==> src/rtl/router_pkg.sv <==
package router_pkg;
  localparam int NPORTS = 5;
  localparam int ID_W   = 3;
  localparam int CFG_W  = (NPORTS + 1) * ID_W;

  typedef enum logic [ID_W-1:0] {
    PID_NORTH = 3'd0,
    PID_EAST  = 3'd1,
    PID_SOUTH = 3'd2,
    PID_WEST  = 3'd3,
    PID_CORE  = 3'd4
  } port_id_e;

  localparam logic [ID_W-1:0] PID_IDLE = '1;
  localparam int CORE_IDX = int'(PID_CORE);

  // Field of output o sits below the reserve field, north first.
  function automatic logic [ID_W-1:0] out_field(input logic [CFG_W-1:0] cfg, input int o);
    return cfg[(NPORTS-1-o)*ID_W +: ID_W];
  endfunction

  function automatic logic [ID_W-1:0] rsv_field(input logic [CFG_W-1:0] cfg);
    return cfg[NPORTS*ID_W +: ID_W];
  endfunction
endpackage

==> src/rtl/rtr_cfg_reg.sv <==
module rtr_cfg_reg
  import router_pkg::*;
#(
  parameter int W = CFG_W
) (
  input  logic         clk,
  input  logic         rst_n,
  input  logic         ready,
  input  logic         load,
  input  logic [W-1:0] word_i,
  output logic [W-1:0] cfg_o
);
  logic [W-1:0] cfg_q;

  always_ff @(posedge clk) begin
    if (!rst_n)              cfg_q <= '1;
    else if (load && !ready) cfg_q <= word_i;
  end

  assign cfg_o = cfg_q;

  AST_CFG_CAPTURE: assert property (@(posedge clk) disable iff (!rst_n)
    (load && !ready) |=> (cfg_q == $past(word_i)));
  AST_CFG_FROZEN: assert property (@(posedge clk) disable iff (!rst_n)
    ready |=> $stable(cfg_q));
endmodule

==> src/rtl/rtr_out_xbar.sv <==
module rtr_out_xbar
  import router_pkg::*;
#(
  parameter int DATA_W = 8,
  parameter int NP     = NPORTS,
  parameter int IDW    = ID_W
) (
  input  logic                 clk,
  input  logic                 rst_n,
  input  logic                 ready,
  input  logic [IDW-1:0]       sel,
  input  logic [NP*DATA_W-1:0] in_data,
  input  logic [NP-1:0]        in_valid,
  input  logic                 ret_req,
  output logic [DATA_W-1:0]    out_data,
  output logic                 out_valid,
  output logic [NP-1:0]        req_fwd
);
  always_comb begin
    out_data  = '0;
    out_valid = 1'b0;
    req_fwd   = '0;
    for (int p = 0; p < NP; p++) begin
      if (ready && sel == IDW'(p)) begin
        out_data   = in_data[p*DATA_W +: DATA_W];
        out_valid  = in_valid[p];
        req_fwd[p] = ret_req;
      end
    end
  end

  AST_IDLE_FIELD: assert property (@(posedge clk) disable iff (!rst_n)
    (int'(sel) >= NP) |-> (!out_valid && out_data == '0 && req_fwd == '0));
  AST_REQ_ONE_TARGET: assert property (@(posedge clk) disable iff (!rst_n)
    $onehot0(req_fwd));
  AST_HALT_QUIET: assert property (@(posedge clk) disable iff (!rst_n)
    !ready |-> (!out_valid && out_data == '0));
endmodule

==> src/rtl/rtr_req_merge.sv <==
module rtr_req_merge
  import router_pkg::*;
#(
  parameter int NP  = NPORTS,
  parameter int IDW = ID_W,
  parameter int CI  = CORE_IDX
) (
  input  logic             clk,
  input  logic             rst_n,
  input  logic             ready,
  input  logic [IDW-1:0]   rsv,
  input  logic [NP*NP-1:0] req_mat,
  input  logic [NP-1:0]    out_req,
  output logic [NP-1:0]    in_req
);
  logic rsv_hit;
  assign rsv_hit = int'(rsv) < NP;

  always_comb begin
    for (int p = 0; p < NP; p++) begin
      in_req[p] = 1'b0;
      for (int o = 0; o < NP; o++) in_req[p] = in_req[p] | req_mat[o*NP + p];
    end
    if (rsv_hit) begin
      in_req[CI] = 1'b0;
      for (int o = 0; o < NP; o++)
        if (rsv == IDW'(o)) in_req[CI] = ready & out_req[o];
    end
  end

  AST_HALT_NO_REQ: assert property (@(posedge clk) disable iff (!rst_n)
    !ready |-> (in_req == '0));
  AST_RESERVE_PATH: assert property (@(posedge clk) disable iff (!rst_n)
    (ready && rsv_hit) |-> (in_req[CI] == out_req[rsv]));
endmodule

==> src/rtl/mesh_cs_router.sv <==
module mesh_cs_router
  import router_pkg::*;
#(
  parameter int DATA_W = 8
) (
  input  logic                     clk,
  input  logic                     rst_n,
  input  logic                     ready,
  input  logic                     cfg_load,
  input  logic [CFG_W-1:0]         cfg_word,
  input  logic [NPORTS*DATA_W-1:0] in_data,
  input  logic [NPORTS-1:0]        in_valid,
  output logic [NPORTS-1:0]        in_req,
  output logic [NPORTS*DATA_W-1:0] out_data,
  output logic [NPORTS-1:0]        out_valid,
  input  logic [NPORTS-1:0]        out_req
);
  localparam int NP = NPORTS;

  logic [CFG_W-1:0] cfg;
  logic [NP*NP-1:0] req_mat;

  rtr_cfg_reg #(.W(CFG_W)) u_cfg (
    .clk(clk), .rst_n(rst_n), .ready(ready), .load(cfg_load),
    .word_i(cfg_word), .cfg_o(cfg)
  );

  for (genvar o = 0; o < NP; o++) begin : g_out
    rtr_out_xbar #(.DATA_W(DATA_W), .NP(NP), .IDW(ID_W)) u_xbar (
      .clk(clk), .rst_n(rst_n), .ready(ready),
      .sel(out_field(cfg, o)),
      .in_data(in_data), .in_valid(in_valid),
      .ret_req(out_req[o]),
      .out_data(out_data[o*DATA_W +: DATA_W]),
      .out_valid(out_valid[o]),
      .req_fwd(req_mat[o*NP +: NP])
    );
  end

  rtr_req_merge #(.NP(NP), .IDW(ID_W), .CI(CORE_IDX)) u_merge (
    .clk(clk), .rst_n(rst_n), .ready(ready),
    .rsv(rsv_field(cfg)), .req_mat(req_mat),
    .out_req(out_req), .in_req(in_req)
  );

  AST_RESET_IDLE: assert property (@(posedge clk)
    !rst_n |=> (out_valid == '0 && in_req == '0));
endmodule

==> config.mk <==
export PLATFORM = sky130hd
export DESIGN_NAME = mesh_cs_router
export DESIGN_NICKNAME = d
export VERILOG_FILES = /design/src/rtl/router_pkg.sv /design/src/rtl/rtr_cfg_reg.sv /design/src/rtl/rtr_out_xbar.sv /design/src/rtl/rtr_req_merge.sv /design/src/rtl/mesh_cs_router.sv
export SDC_FILE = /design/constraint.sdc
export NUM_CORES = 1
export LEC_CHECK = 0
export ABC_AREA = 1
export CORE_UTILIZATION = 41
export CTS_CLUSTER_SIZE = 28
export DETAILED_ROUTE_END_ITERATION = 16
export PLACE_DENSITY_LB_ADDON = 0.25
export SYNTH_ARGS = -nofsm -noshare
export SYNTH_HDL_FRONTEND = slang
export SYNTH_SLANG_ARGS = --single-unit
export TNS_END_PERCENT = 10
==> constraint.sdc <==
create_clock -name clk -period 1.6 [get_ports clk]
set_clock_uncertainty 0.05 [all_clocks]
set_input_delay 0.32 -clock clk [delete_from_list [all_inputs] [get_ports clk]]
set_output_delay 0.32 -clock clk [all_outputs]
set_load 0.05 [all_outputs]
==> results of run 1 <==
## cells by family (layout without fill, tap and decap cells)
| logic type | count (synthesis) | after routing |
|---|---|---|
| AND/OR/NAND/NOR | 451 | 451 |
| AO/OA/AOI/OAI | 27 | 27 |
| flip-flops | 18 | 18 |
| buffers and inverters | 93 | 279 |
## worst max-delay path, stage by stage (launching register included)
cell,delay [ps]
dfxtp_2,370
nor2_1,190
buf_4,190
nand3_1,100
nand2_1,90
nor2_1,60
a21oi_2,190
buf_12,160
## through the flow
step	utilization (%)	setup WS (ps)	TNS, ps
6_report	83.0	-377	-15290
5_1_grt	83.0	-412	-17720
4_1_cts	80.4	-293	-12760
3_5_place_dp	75.0	-707	-38360
3_3_place_gp	75.0	-676	-36870
2_1_floorplan	-	-118	-4050
## metal layers
metal	up-vias	global-route usage, %	wire [µm]
met5	-	0	0
li1	2338	-	-
met2	473	69.4	7980
met4	0	22.1	1040
met1	2426	51.4	6200
met3	123	9.42	2190
## worst max-delay path by stage
stage	to	slack (ps)	depth (start not counted)
after floorplan	out_data[24]	-120	8
after global placement	out_data[23]	-680	9
after detailed placement	out_data[25]	-710	10
after CTS	out_data[7]	-290	6
after global routing	in_req[4]	-410	7
final	in_req[4]	-380	7
## area by class of cell
cell class,instances,area (µm²)
timing repair buffer,220,2630
multi-input combinational,478,2610
fill,469,1230
sequential,18,380
inverter,55,229
tap,99,124
clock buffer,4,55.1
## what timing repair did
item,in CTS,in global routing
resized for setup,90,42
setup buffers,8,4
pin swaps,42,25
endpoints found under the setup margin,66,50
cloned,1,0
## placed cells by master, fill, tap and decap left out, types with 4 or more instances in the layout
cell type	synthesis	final
buf_4	10	66
nor2_4	6	11
dfxtp_1	18	6
nand2_2	3	9
nand4_1	67	67
nand3_1	83	51
nor3_4	3	6
nor2_1	51	35
nand3_2	1	31
nor2_2	2	13
nand2_1	225	218
buf_12	0	55
buf_6	1	28
inv_1	50	44
dfxtp_2	0	10
clkdlybuf4s50_1	0	64
clkbuf_8	0	4
inv_2	4	7
o211ai_1	22	22
dlygate4sd2_1	0	4
## where the power goes
part           switching [µW]  leakage (µW)  internal, µW
Combinational             749       0.00273           609
Sequential               43.4      0.000146           481
Clock                     184     0.0000288           220
==> metrics.cfg, run 1 <==
[clock_tree]
tritoncts=done
h-tree-depth=1
cts.sinks=18
clkTransAtPathRegs_ps=80
cts_root_buf=clkbuf_8
cts-buffers-inserted=3
clock_latency_ps=260
hold_buffers=0
clockBufferDepth=2

[yosys]
synth_warnings=0
synth_cell_type_count=27
netlist_area_um2=3090
ys_seq_area_share_pct=11.7
synth_most_common_cell=nand2_1
ys_seq_elements=18
synth_top_family_by_area=simple AND/OR/NAND/NOR gates
synthCells=589
synth.largest_area_cell=nand2_1
synth-adder-area-share_pct=0
synthTopCellsByArea=nand2_1 27%, nand4_1 14%, nand3_1 13%, dfxtp_1 12%, nor2_1 6.2%
synth-xor-area-share_pct=0
yosysTopAreaCellShare_pct=27.3
async_flop_share_pct=0
synth_compound_gate_area_share_pct=6.15
synthTopCellsByCount=225 x nand2_1, 83 x nand3_1, 67 x nand4_1
syn_avg_cell_area_um2=5.25
synth.mux.area_fraction_pct=0
synth-edff-count=0
syn-num-nets=661
synthFlopType=dfxtp_1
synth_simple_gate_area_share_pct=68.8

[grt]
antenna_found_initial=0
grt_max_degree=32
track_usage_pct=42.2
overflow=0
grt_pass1_vias=4978
grt_pass1_wl_um=25100

[setup_path]
crit_type=register to primary output
worstPathMaxFanout=6
r2r_cells=4
r2r_start=u_cfg.cfg_o[1]
startpoint=u_cfg.cfg_o[3]
reg2reg_slack_ps=590
start_kind=register
r2r-end=u_cfg.cfg_o[1]
endpoint_kind=primary output
cp_data_arrival_time_ps=1610
required_ps=1230

[routing]
vias_per_cell=6.13
drt-total-wl_um=17400
drt_iter0_markers=557
antenna_left=0
drc=0
routedWlPerCell_um=19.9
drt_pass1_iterations=6
vias=5360

[sta]
max_freq_ghz=0.506
final-hold-violation-count=0
worst_pin_slew_ps=483
whs_ps=485
fin_crit_ps=1980
relSlewSlack_pct=67.8
finalMaxSlewViolations=0
timing.final.ws_setup_ps=-377
grt_setup_unrepaired=yes
min_period_over_period_pct=124
finalSetupViolCount=50

[min_path]
hold_start=u_cfg.cfg_o[5]
min_to=u_cfg.cfg_o[5]
holdPathStages=2
hp-class=register to register

[run]
cap_violations=0

[layout]
stdcell_area_um2=6020
nNetsFinal=848
drive_gt1_share_pct=33.0
fin_cells=874
largest_reg_flops=18
antennaDiodeCount=0
area_growth_pct=94.7

[floorplanning]
die_area_um2=7900
core_um2=7250
die_w_um=88.9
num_rows=31
die_y_um=88.9
start_util_pct=42.6
ios=122

[placed_design]
gp_congestion=1.05
io_buffers=121
dpl_cell_area_um2=5440
dp_cells=859
dpl.hpwl_um=11800

[status]
status=finished, violations left
violations=negative setup slack

[power_and_ir_drop]
p_total_uw=2290
pwr_density_cell_nw_per_um2=380
leakage_uw=0.00291
vdd_drop_max_uv=489

Note: power is estimated with default switching activity, not from simulation.
==> run 2: changes to the inputs <==
--- a/config.mk
+++ b/config.mk
@@ -12,5 +12,6 @@
 export PLACE_DENSITY_LB_ADDON = 0.25
 export SYNTH_ARGS = -nofsm -noshare
 export SYNTH_HDL_FRONTEND = slang
+export SYNTH_HIERARCHICAL = 1
 export SYNTH_SLANG_ARGS = --single-unit
 export TNS_END_PERCENT = 10
==> run 2 against run 1 <==
Compared with the run above: the run now fails in 5_1_grt; area after synthesis up 1.3%; synthesized cell count increased by 7.6%.
==> metrics.cfg, run 2 <==
[placed_design]
gp_congestion=0.998  ; was 1.05
io_buffers=121  ; unchanged
dpl.hpwl_um=12000  ; was 11800 µm

[yosys]
synthFlopType=dfxtp_1  ; unchanged
synth.largest_area_cell=nand3_1  ; was nand2_1
yosysTopAreaCellShare_pct=28.4  ; was 27.3%
synth_warnings=6  ; was 0
synthTopCellsByCount=178 x nand2_1, 178 x nand3_1, 71 x nor2_1  ; was 225 x nand2_1, 83 x nand3_1, 67 x nand4_1
ys_seq_elements=18  ; unchanged
synthTopCellsByArea=nand3_1 28%, nand2_1 21%, dfxtp_1 12%, nor3_1 10%, nor2_1 8.5%  ; was nand2_1 27%, nand4_1 14%, nand3_1 13%, dfxtp_1 12%, nor2_1 6.2%
synthCells=634  ; was 589
syn_avg_cell_area_um2=4.94  ; was 5.25 µm²
synth_cell_type_count=19  ; was 27
async_flop_share_pct=0  ; unchanged
syn-num-nets=706  ; was 661
netlist_area_um2=3130  ; was 3090 µm²
synth-edff-count=0  ; unchanged
ys_seq_area_share_pct=11.5  ; was 11.7%

[status]
status=aborted with a tool error  ; was finished, violations left
firstError=[ERROR GRT-0232] Routing congestion too high. Check the congestion heatmap in the GUI.
stop_stage=5_1_grt

[clock_tree]
cts-buffers-inserted=3  ; unchanged
cts.sinks=18  ; unchanged
hold_buffers=0  ; unchanged
clockBufferDepth=2  ; unchanged
h-tree-depth=1  ; unchanged
cts_root_buf=clkbuf_8  ; unchanged

[floorplanning]
die_w_um=89.4  ; was 88.9 µm
ios=122  ; unchanged
die_y_um=89.4  ; was 88.9 µm
num_rows=31  ; unchanged
start_util_pct=42.7  ; was 42.6%

[sta]
crit_endpoint=out_data[38]
endpoint_type=primary output

[grt]
grt_max_degree=19
track_usage_pct=76.2
overflow=58

## run 2: cell types whose count changed after synthesis, sizes merged
cell / delta
nand3: +94
nand4: -67
nor3: +55
nand2: -48
nor2: +27
o211ai: -22
inv: +15
clkbuf: -5
buf: -2
o21ai: -2
clkinvlp: +1
nand3b: -1
## run 2: timing repair
action | in CTS
pin swaps | 41
endpoints found under the setup margin | 50
buffers inserted | 14
cloned | 7
gates resized for setup | 207
## run 2: per-layer routing
| metal | overflow | track usage, % |
|---|---|---|
| met1 | 0 | 75.3 |
| met2 | 28 | 94.3 |
| met3 | 3 | 58.2 |
| met4 | 25 | 80.7 |
| met5 | 2 | 25.3 |
## run 2: kinds of logic after synthesis
logic type,count (synthesis),share of synthesized area [%]
DFF,18,11.5
and+or+nand+nor,511,73.1
buffers and inverters,102,14.9
AOI/OAI and AO/OA,3,0.479
## run 2: through the flow
| stage | worst slack, ps | std cells | instance area [µm²] |
|---|---|---|---|
| floorplan | -8.88 | 634 | 3150 |
| global placement | -766 | 914 | 5590 |
| detailed placement | -774 | 914 | 5590 |
| CTS | -275 | 938 | 6480 |
==> run 3: changes to the inputs <==
--- a/config.mk
+++ b/config.mk
@@ -6,10 +6,9 @@
 export NUM_CORES = 1
 export LEC_CHECK = 0
 export ABC_AREA = 1
-export CORE_UTILIZATION = 41
-export CTS_CLUSTER_SIZE = 28
+export CORE_UTILIZATION = 33
 export DETAILED_ROUTE_END_ITERATION = 16
-export PLACE_DENSITY_LB_ADDON = 0.25
+export PLACE_DENSITY_LB_ADDON = 0.15
 export SYNTH_ARGS = -nofsm -noshare
 export SYNTH_HDL_FRONTEND = slang
 export SYNTH_HIERARCHICAL = 1
==> constraint.sdc (replaced) <==
create_clock -name clk -period 2.1 [get_ports clk]
set_clock_uncertainty 0.05 [all_clocks]
set_input_delay 0.42 -clock clk [delete_from_list [all_inputs] [get_ports clk]]
set_output_delay 0.42 -clock clk [all_outputs]
set_load 0.05 [all_outputs]
==> run 3 against run 2 <==
Compared with the run above: the flow now finishes, with violations (negative setup slack); synthesized cell count unchanged; area after synthesis unchanged.
==> metrics.cfg, run 3 <==
[status]
status=finished, violations left  ; was aborted with a tool error
violations=negative setup slack

[sta]
relSlewSlack_pct=80.5
worst_pin_slew_ps=290
max_freq_ghz=0.469
finalSetupViolCount=2
final-hold-violation-count=0
fin_crit_ps=2130
finalMaxSlewViolations=0
grt_setup_unrepaired=yes
min_period_over_period_pct=102
timing.final.ws_setup_ps=-33.4

[clock_tree]
h-tree-depth=1  ; unchanged
cts-buffers-inserted=3  ; unchanged
tritoncts=done
cts_root_buf=clkbuf_8  ; unchanged
cts.sinks=18  ; unchanged
clkTransAtPathRegs_ps=70
clock_latency_ps=250
clockBufferDepth=2  ; unchanged

[routing]
drt_pass1_iterations=5
routedWlPerCell_um=17.7
drc=0
drt_iter0_markers=405
drt-total-wl_um=16300
vias=5063
vias_per_cell=5.50
antenna_left=0

[min_path]
hp-class=register to register
holdPathStages=2
hold_start=u_cfg/cfg_o[17]
min_to=u_cfg/cfg_o[17]

[grt]
track_usage_pct=31.3
grt_max_degree=21
antenna_found_initial=0
grt_pass1_wl_um=24300
overflow=0
grt_pass1_vias=4720

[floorplanning]
ios=122  ; unchanged
start_util_pct=34.1  ; was 42.7%
die_area_um2=9880
core_um2=9200
num_rows=35  ; was 31
die_y_um=99.4  ; was 89.4 µm
die_w_um=99.4  ; was 89.4 µm

[yosys]
netlist_area_um2=3130  ; unchanged
async_flop_share_pct=0  ; unchanged
yosysTopAreaCellShare_pct=28.4  ; unchanged
synth_warnings=6  ; unchanged
synthFlopType=dfxtp_1  ; unchanged
synthCells=634  ; unchanged
ys_seq_area_share_pct=11.5  ; unchanged
synth.largest_area_cell=nand3_1  ; unchanged
ys_seq_elements=18  ; unchanged
synth-edff-count=0  ; unchanged
synth_cell_type_count=19  ; unchanged
synthTopCellsByCount=178 x nand2_1, 178 x nand3_1, 71 x nor2_1  ; unchanged
syn-num-nets=706  ; unchanged
syn_avg_cell_area_um2=4.94  ; unchanged
synthTopCellsByArea=nand3_1 28%, nand2_1 21%, dfxtp_1 12%, nor3_1 10%, nor2_1 8.5%  ; unchanged

[power_and_ir_drop]
leakage_uw=0.00309
vdd_drop_max_uv=358
p_total_uw=1680
pwr_density_cell_nw_per_um2=279

[run]
cap_violations=0

[layout]
area_growth_pct=92.1
final_cell_mix=174 x nand2_1, 159 x nand3_1, 65 x buf_4, 59 x buf_12
drive_gt1_share_pct=29.8
stdcell_area_um2=6020
nNetsFinal=883
largest_reg_flops=18
antennaDiodeCount=0
final_common_cell=nand2_1

[placed_design]
dpl_cell_area_um2=5400  ; was 5590 µm²
dpl.hpwl_um=12200  ; was 12000 µm
io_buffers=121  ; unchanged
gp_congestion=0.988  ; was 0.998

[setup_path]
cp_data_arrival_time_ps=1660
reg2reg_slack_ps=1230
path_delay_family=buffers and inverters
startpoint=ready
crit_path_cell_trace=buf_4 > buf_6 > inv_4 > nor2_4 > buf_12 > buf_4 > nand2_1 > nor2_1 > nor3_2 > nand2_1 > buf_12
worstPathMaxFanout=8
required_ps=1630
endpoint_kind=primary output
cp_num_buf_inv=6
cpPeakStageDelay_ps=150
crit_type=primary input to primary output
r2r_start=u_cfg/cfg_o[0]
r2r_cells=3
cpMaxStageDelayCell=nor2_1
r2r-end=u_cfg/cfg_o[0]
start_kind=primary input

-- run 3: cell counts after synthesis --
No cell type changed its count.
-- run 3: cells by family after synthesis --
logic type	synth area share, %
buffers and inverters	14.9
and+or+nand+nor	73.1
DFF	11.5
AOI/OAI and AO/OA	0.479
-- run 3: power breakdown --
part | switching [µW] | internal (µW)
Combinational | 544 | 442
Clock | 118 | 167
Sequential | 40.5 | 367
Total | 703 | 975
-- run 3: metrics by stage --
step           setup slack, ps  hold slack, ps  util [%]  std cells  TNS (ps)
6_report                 -33.4             425      65.4        921     -50.8
5_1_grt                  -59.4             457      65.4        921      -553
4_1_cts                  -24.2             432      61.2        912     -24.2
3_5_place_dp              -427             412      58.7        904    -19020
3_3_place_gp              -426             395      58.7        904    -18170
2_1_floorplan              364             379         -        634         0
-- run 3: repair_timing --
item,4_1_cts,5_1_grt
pin swaps,7,13
setup endpoints to repair,50,50
setup buffers,4,6
hold buffers,0,0
gates cloned,1,3
gates resized for setup,41,88
-- run 3: layout make-up --
type / instances / area (µm²)
Multi-Input combinational cell: 514 / 2610
Tap cell: 111 / 139
Clock buffer: 4 / 55.1
Fill cell: 834 / 3180
Inverter: 71 / 273
Sequential cell: 18 / 379
Timing Repair Buffer: 203 / 2560
-- run 3: worst max-delay path by stage --
stage                   end  slack [ps]  depth (start not counted)
2_1_floorplan  out_data[24]         360                          5
3_3_place_gp   out_data[29]        -430                          8
3_5_place_dp   out_data[29]        -430                         11
4_1_cts           in_req[4]         -20                          8
5_1_grt        out_data[33]         -60                          9
6_report          in_req[0]         -30                         11
-- run 3: routing by layer --
| layer | up-vias | global-route usage, % | part of all wire, % |
|---|---|---|---|
| met4 | 0 | 9.73 | 2.1 |
| met5 | - | 0 | 0 |
| met1 | 2305 | 38.6 | 39 |
| met3 | 39 | 3.58 | 8.3 |
| li1 | 2418 | - | - |
| met2 | 301 | 56.6 | 51 |
-- run 3: worst min-delay path: cells and delay by family (launching register included) --
kind | cells | cell delay (ps)
flops | 1 | 340
simple gates | 2 | 110
==> run 4: changes to the inputs <==
--- a/config.mk
+++ b/config.mk
@@ -7,8 +7,9 @@
 export LEC_CHECK = 0
 export ABC_AREA = 1
 export CORE_UTILIZATION = 33
+export CTS_CLUSTER_DIAMETER = 50
 export DETAILED_ROUTE_END_ITERATION = 16
-export PLACE_DENSITY_LB_ADDON = 0.15
+export GPL_TIMING_DRIVEN = 0
 export SYNTH_ARGS = -nofsm -noshare
 export SYNTH_HDL_FRONTEND = slang
 export SYNTH_HIERARCHICAL = 1
==> run 4 against run 3 <==
Compared with the run above: total power is 9.1% lower; register-to-register slack improved by 180 ps; sequential share of layout area up 1.3 points; critical path depth is 3 lower; core utilization decreased by 11 points; cell count shrank 3.3%; the flow still finishes with violations (negative setup slack); critical endpoint is now in_req[1]; hold slack worse by 80 ps; non-clock buffer count down 32; combinational power shrank 16%; worst setup slack worse by 31 ps; first-iteration DRC count is 58% higher; clock-buffer cell count unchanged.
==> metrics.cfg, run 4 (same netlist as run 3, synthesis figures left out) <==
[setup_path]
cp_data_arrival_time_ps=1690  ; was 1660 ps
required_ps=1630  ; about the same
endpoint_kind=primary output  ; unchanged
start_kind=register  ; was primary input
worstPathMaxFanout=10  ; was 8
crit_type=register to primary output  ; was primary input to primary output

[sta]
relSlewSlack_pct=79.9  ; was 80.5%
fin_crit_ps=2160  ; was 2130 ps
min_period_over_period_pct=103  ; was 102%
timing.final.ws_setup_ps=-64.7  ; was -33.4 ps
finalMaxSlewViolations=0  ; unchanged
whs_ps=345  ; was 425 ps
worst_pin_slew_ps=302  ; was 290 ps
finalSetupViolCount=3  ; was 2
final-hold-violation-count=0  ; unchanged
max_freq_ghz=0.462  ; was 0.469 GHz
grt_setup_unrepaired=yes  ; unchanged

[layout]
largest_reg_flops=18  ; unchanged
final_cell_mix=176 x nand2_1, 173 x nand3_1, 66 x nor2_1, 59 x nor3_1, 56 x inv_1  ; was 174 x nand2_1, 159 x nand3_1, 65 x buf_4, 59 x buf_12
fin_cells=891  ; was 921
stdcell_area_um2=5000  ; was 6020 µm²
final_common_cell=nand2_1  ; unchanged
drive_gt1_share_pct=21.9  ; was 29.8%
area_growth_pct=59.6  ; was 92.1%
antennaDiodeCount=0  ; unchanged
nNetsFinal=853  ; was 883
fill_cells=933  ; was 834

[grt]
antenna_found_initial=0  ; unchanged
grt_max_degree=19  ; was 21
overflow=0  ; unchanged
grt_pass1_wl_um=23200  ; was 24300 µm
grt_pass1_vias=4565  ; was 4720
track_usage_pct=30.3  ; was 31.3%

[placed_design]
gp_congestion=0.927  ; was 0.988
io_buffers=119  ; was 121
dpl_cell_area_um2=4460  ; was 5400 µm²
dpl.hpwl_um=11000  ; was 12200 µm
dp_cells=864  ; was 904

[routing]
top_layer=met4  ; unchanged
vias_per_cell=5.53  ; was 5.50
drt_pass1_iterations=9  ; was 5
antenna_left=0  ; unchanged
wl_met3_um=1840  ; was 1350 µm
drt-total-wl_um=15800  ; was 16300 µm
routedWlPerCell_um=17.8  ; was 17.7 µm
wl_met2_um=7350  ; was 8270 µm
drt_iter0_markers=641  ; was 405
drc=0  ; unchanged
m1WireLength_um=6120  ; was 6320 µm
vias=4930  ; was 5063

[clock_tree]
hold_buffers=0  ; unchanged
cts.sinks=18  ; unchanged
h-tree-depth=1  ; unchanged
clock_latency_ps=260  ; was 250 ps
clkTransAtPathRegs_ps=70  ; about the same
cts_root_buf=clkbuf_8  ; unchanged
clockBufferDepth=2  ; unchanged
tritoncts=done  ; unchanged
cts-buffers-inserted=3  ; unchanged

[power_and_ir_drop]
vdd_drop_max_uv=228  ; was 358 µV
leakage_uw=0.00259  ; was 0.00309 µW
pwr_density_cell_nw_per_um2=305  ; was 279 nW/µm²
p_total_uw=1530  ; was 1680 µW

[floorplanning]
die_y_um=99.4  ; unchanged
ios=122  ; unchanged
start_util_pct=34.1  ; unchanged
die_w_um=99.4  ; unchanged
core_um2=9200  ; unchanged
die_area_um2=9880  ; unchanged
num_rows=35  ; unchanged

[run]
cap_violations=0  ; unchanged

[status]
status=finished, violations left  ; unchanged
violations=negative setup slack  ; unchanged

[min_path]
hp-class=primary input to register  ; was register to register

## run 4: repair_timing
action | in CTS | in global routing
pin swaps | 7 | 10
setup endpoints to repair | 50 | 50
buffers inserted | 14 | 7
gates cloned | 0 | 2
gates resized for setup | 344 | 93
endpoints found under the hold margin | 0 | 0
## run 4: worst paths after layout
path / start / end / slack [ps] / depth (start not counted)
hold reg to reg: u_cfg/cfg_o[17] / u_cfg/cfg_o[17] / 410 / 2
hold / removal: rst_n / u_cfg/cfg_o[15] / 340 / 2
setup reg to reg: u_cfg/cfg_o[10] / u_cfg/cfg_o[10] / 1410 / 2
setup / recovery: u_cfg/cfg_o[3] / in_req[1] / -60 / 8
## run 4: per-stage QoR
stage	TNS, ps	setup WS [ps]	utilization [%]
floorplan	0	364	-
global placement	-72090	-1490	48.5
finish	-118	-64.7	54.4
detailed placement	-73050	-1510	48.5
global route	-636	-56.7	54.4
CTS	-99.5	-36.1	50.8
## run 4: cell type report
type | instances | area [µm²] | share of cell area, %
Clock buffer | 4 | 55.1 | 1.10
Timing Repair Buffer | 140 | 1400 | 28.0
Inverter | 71 | 270 | 5.41
Tap cell | 111 | 139 | 2.78
Multi-Input combinational cell | 516 | 2480 | 49.6
Buffer | 31 | 275 | 5.51
Sequential cell | 18 | 380 | 7.61
## run 4: power breakdown
group	leakage, µW	total (µW)	internal [µW]	switching (µW)
clock network	0.0000288	296	167	128
registers	0.000147	402	366	36.4
logic	0.00241	827	309	519
## run 4: worst max-delay path, stage by stage, from the launching register on
cell and delay, ps:
dfxtp_1 340, inv_1 190, nor2_4 70, buf_12 150
nand2_1 50, nor2_1 40, nor3_1 270, nand2_1 140
buf_6 180
## run 4: layer usage
metal,vias to the layer above,GRT usage (%)
met5,-,0
met1,2203,39.8
met2,320,51.1
met3,53,4.22
met4,0,9.73
li1,2354,-
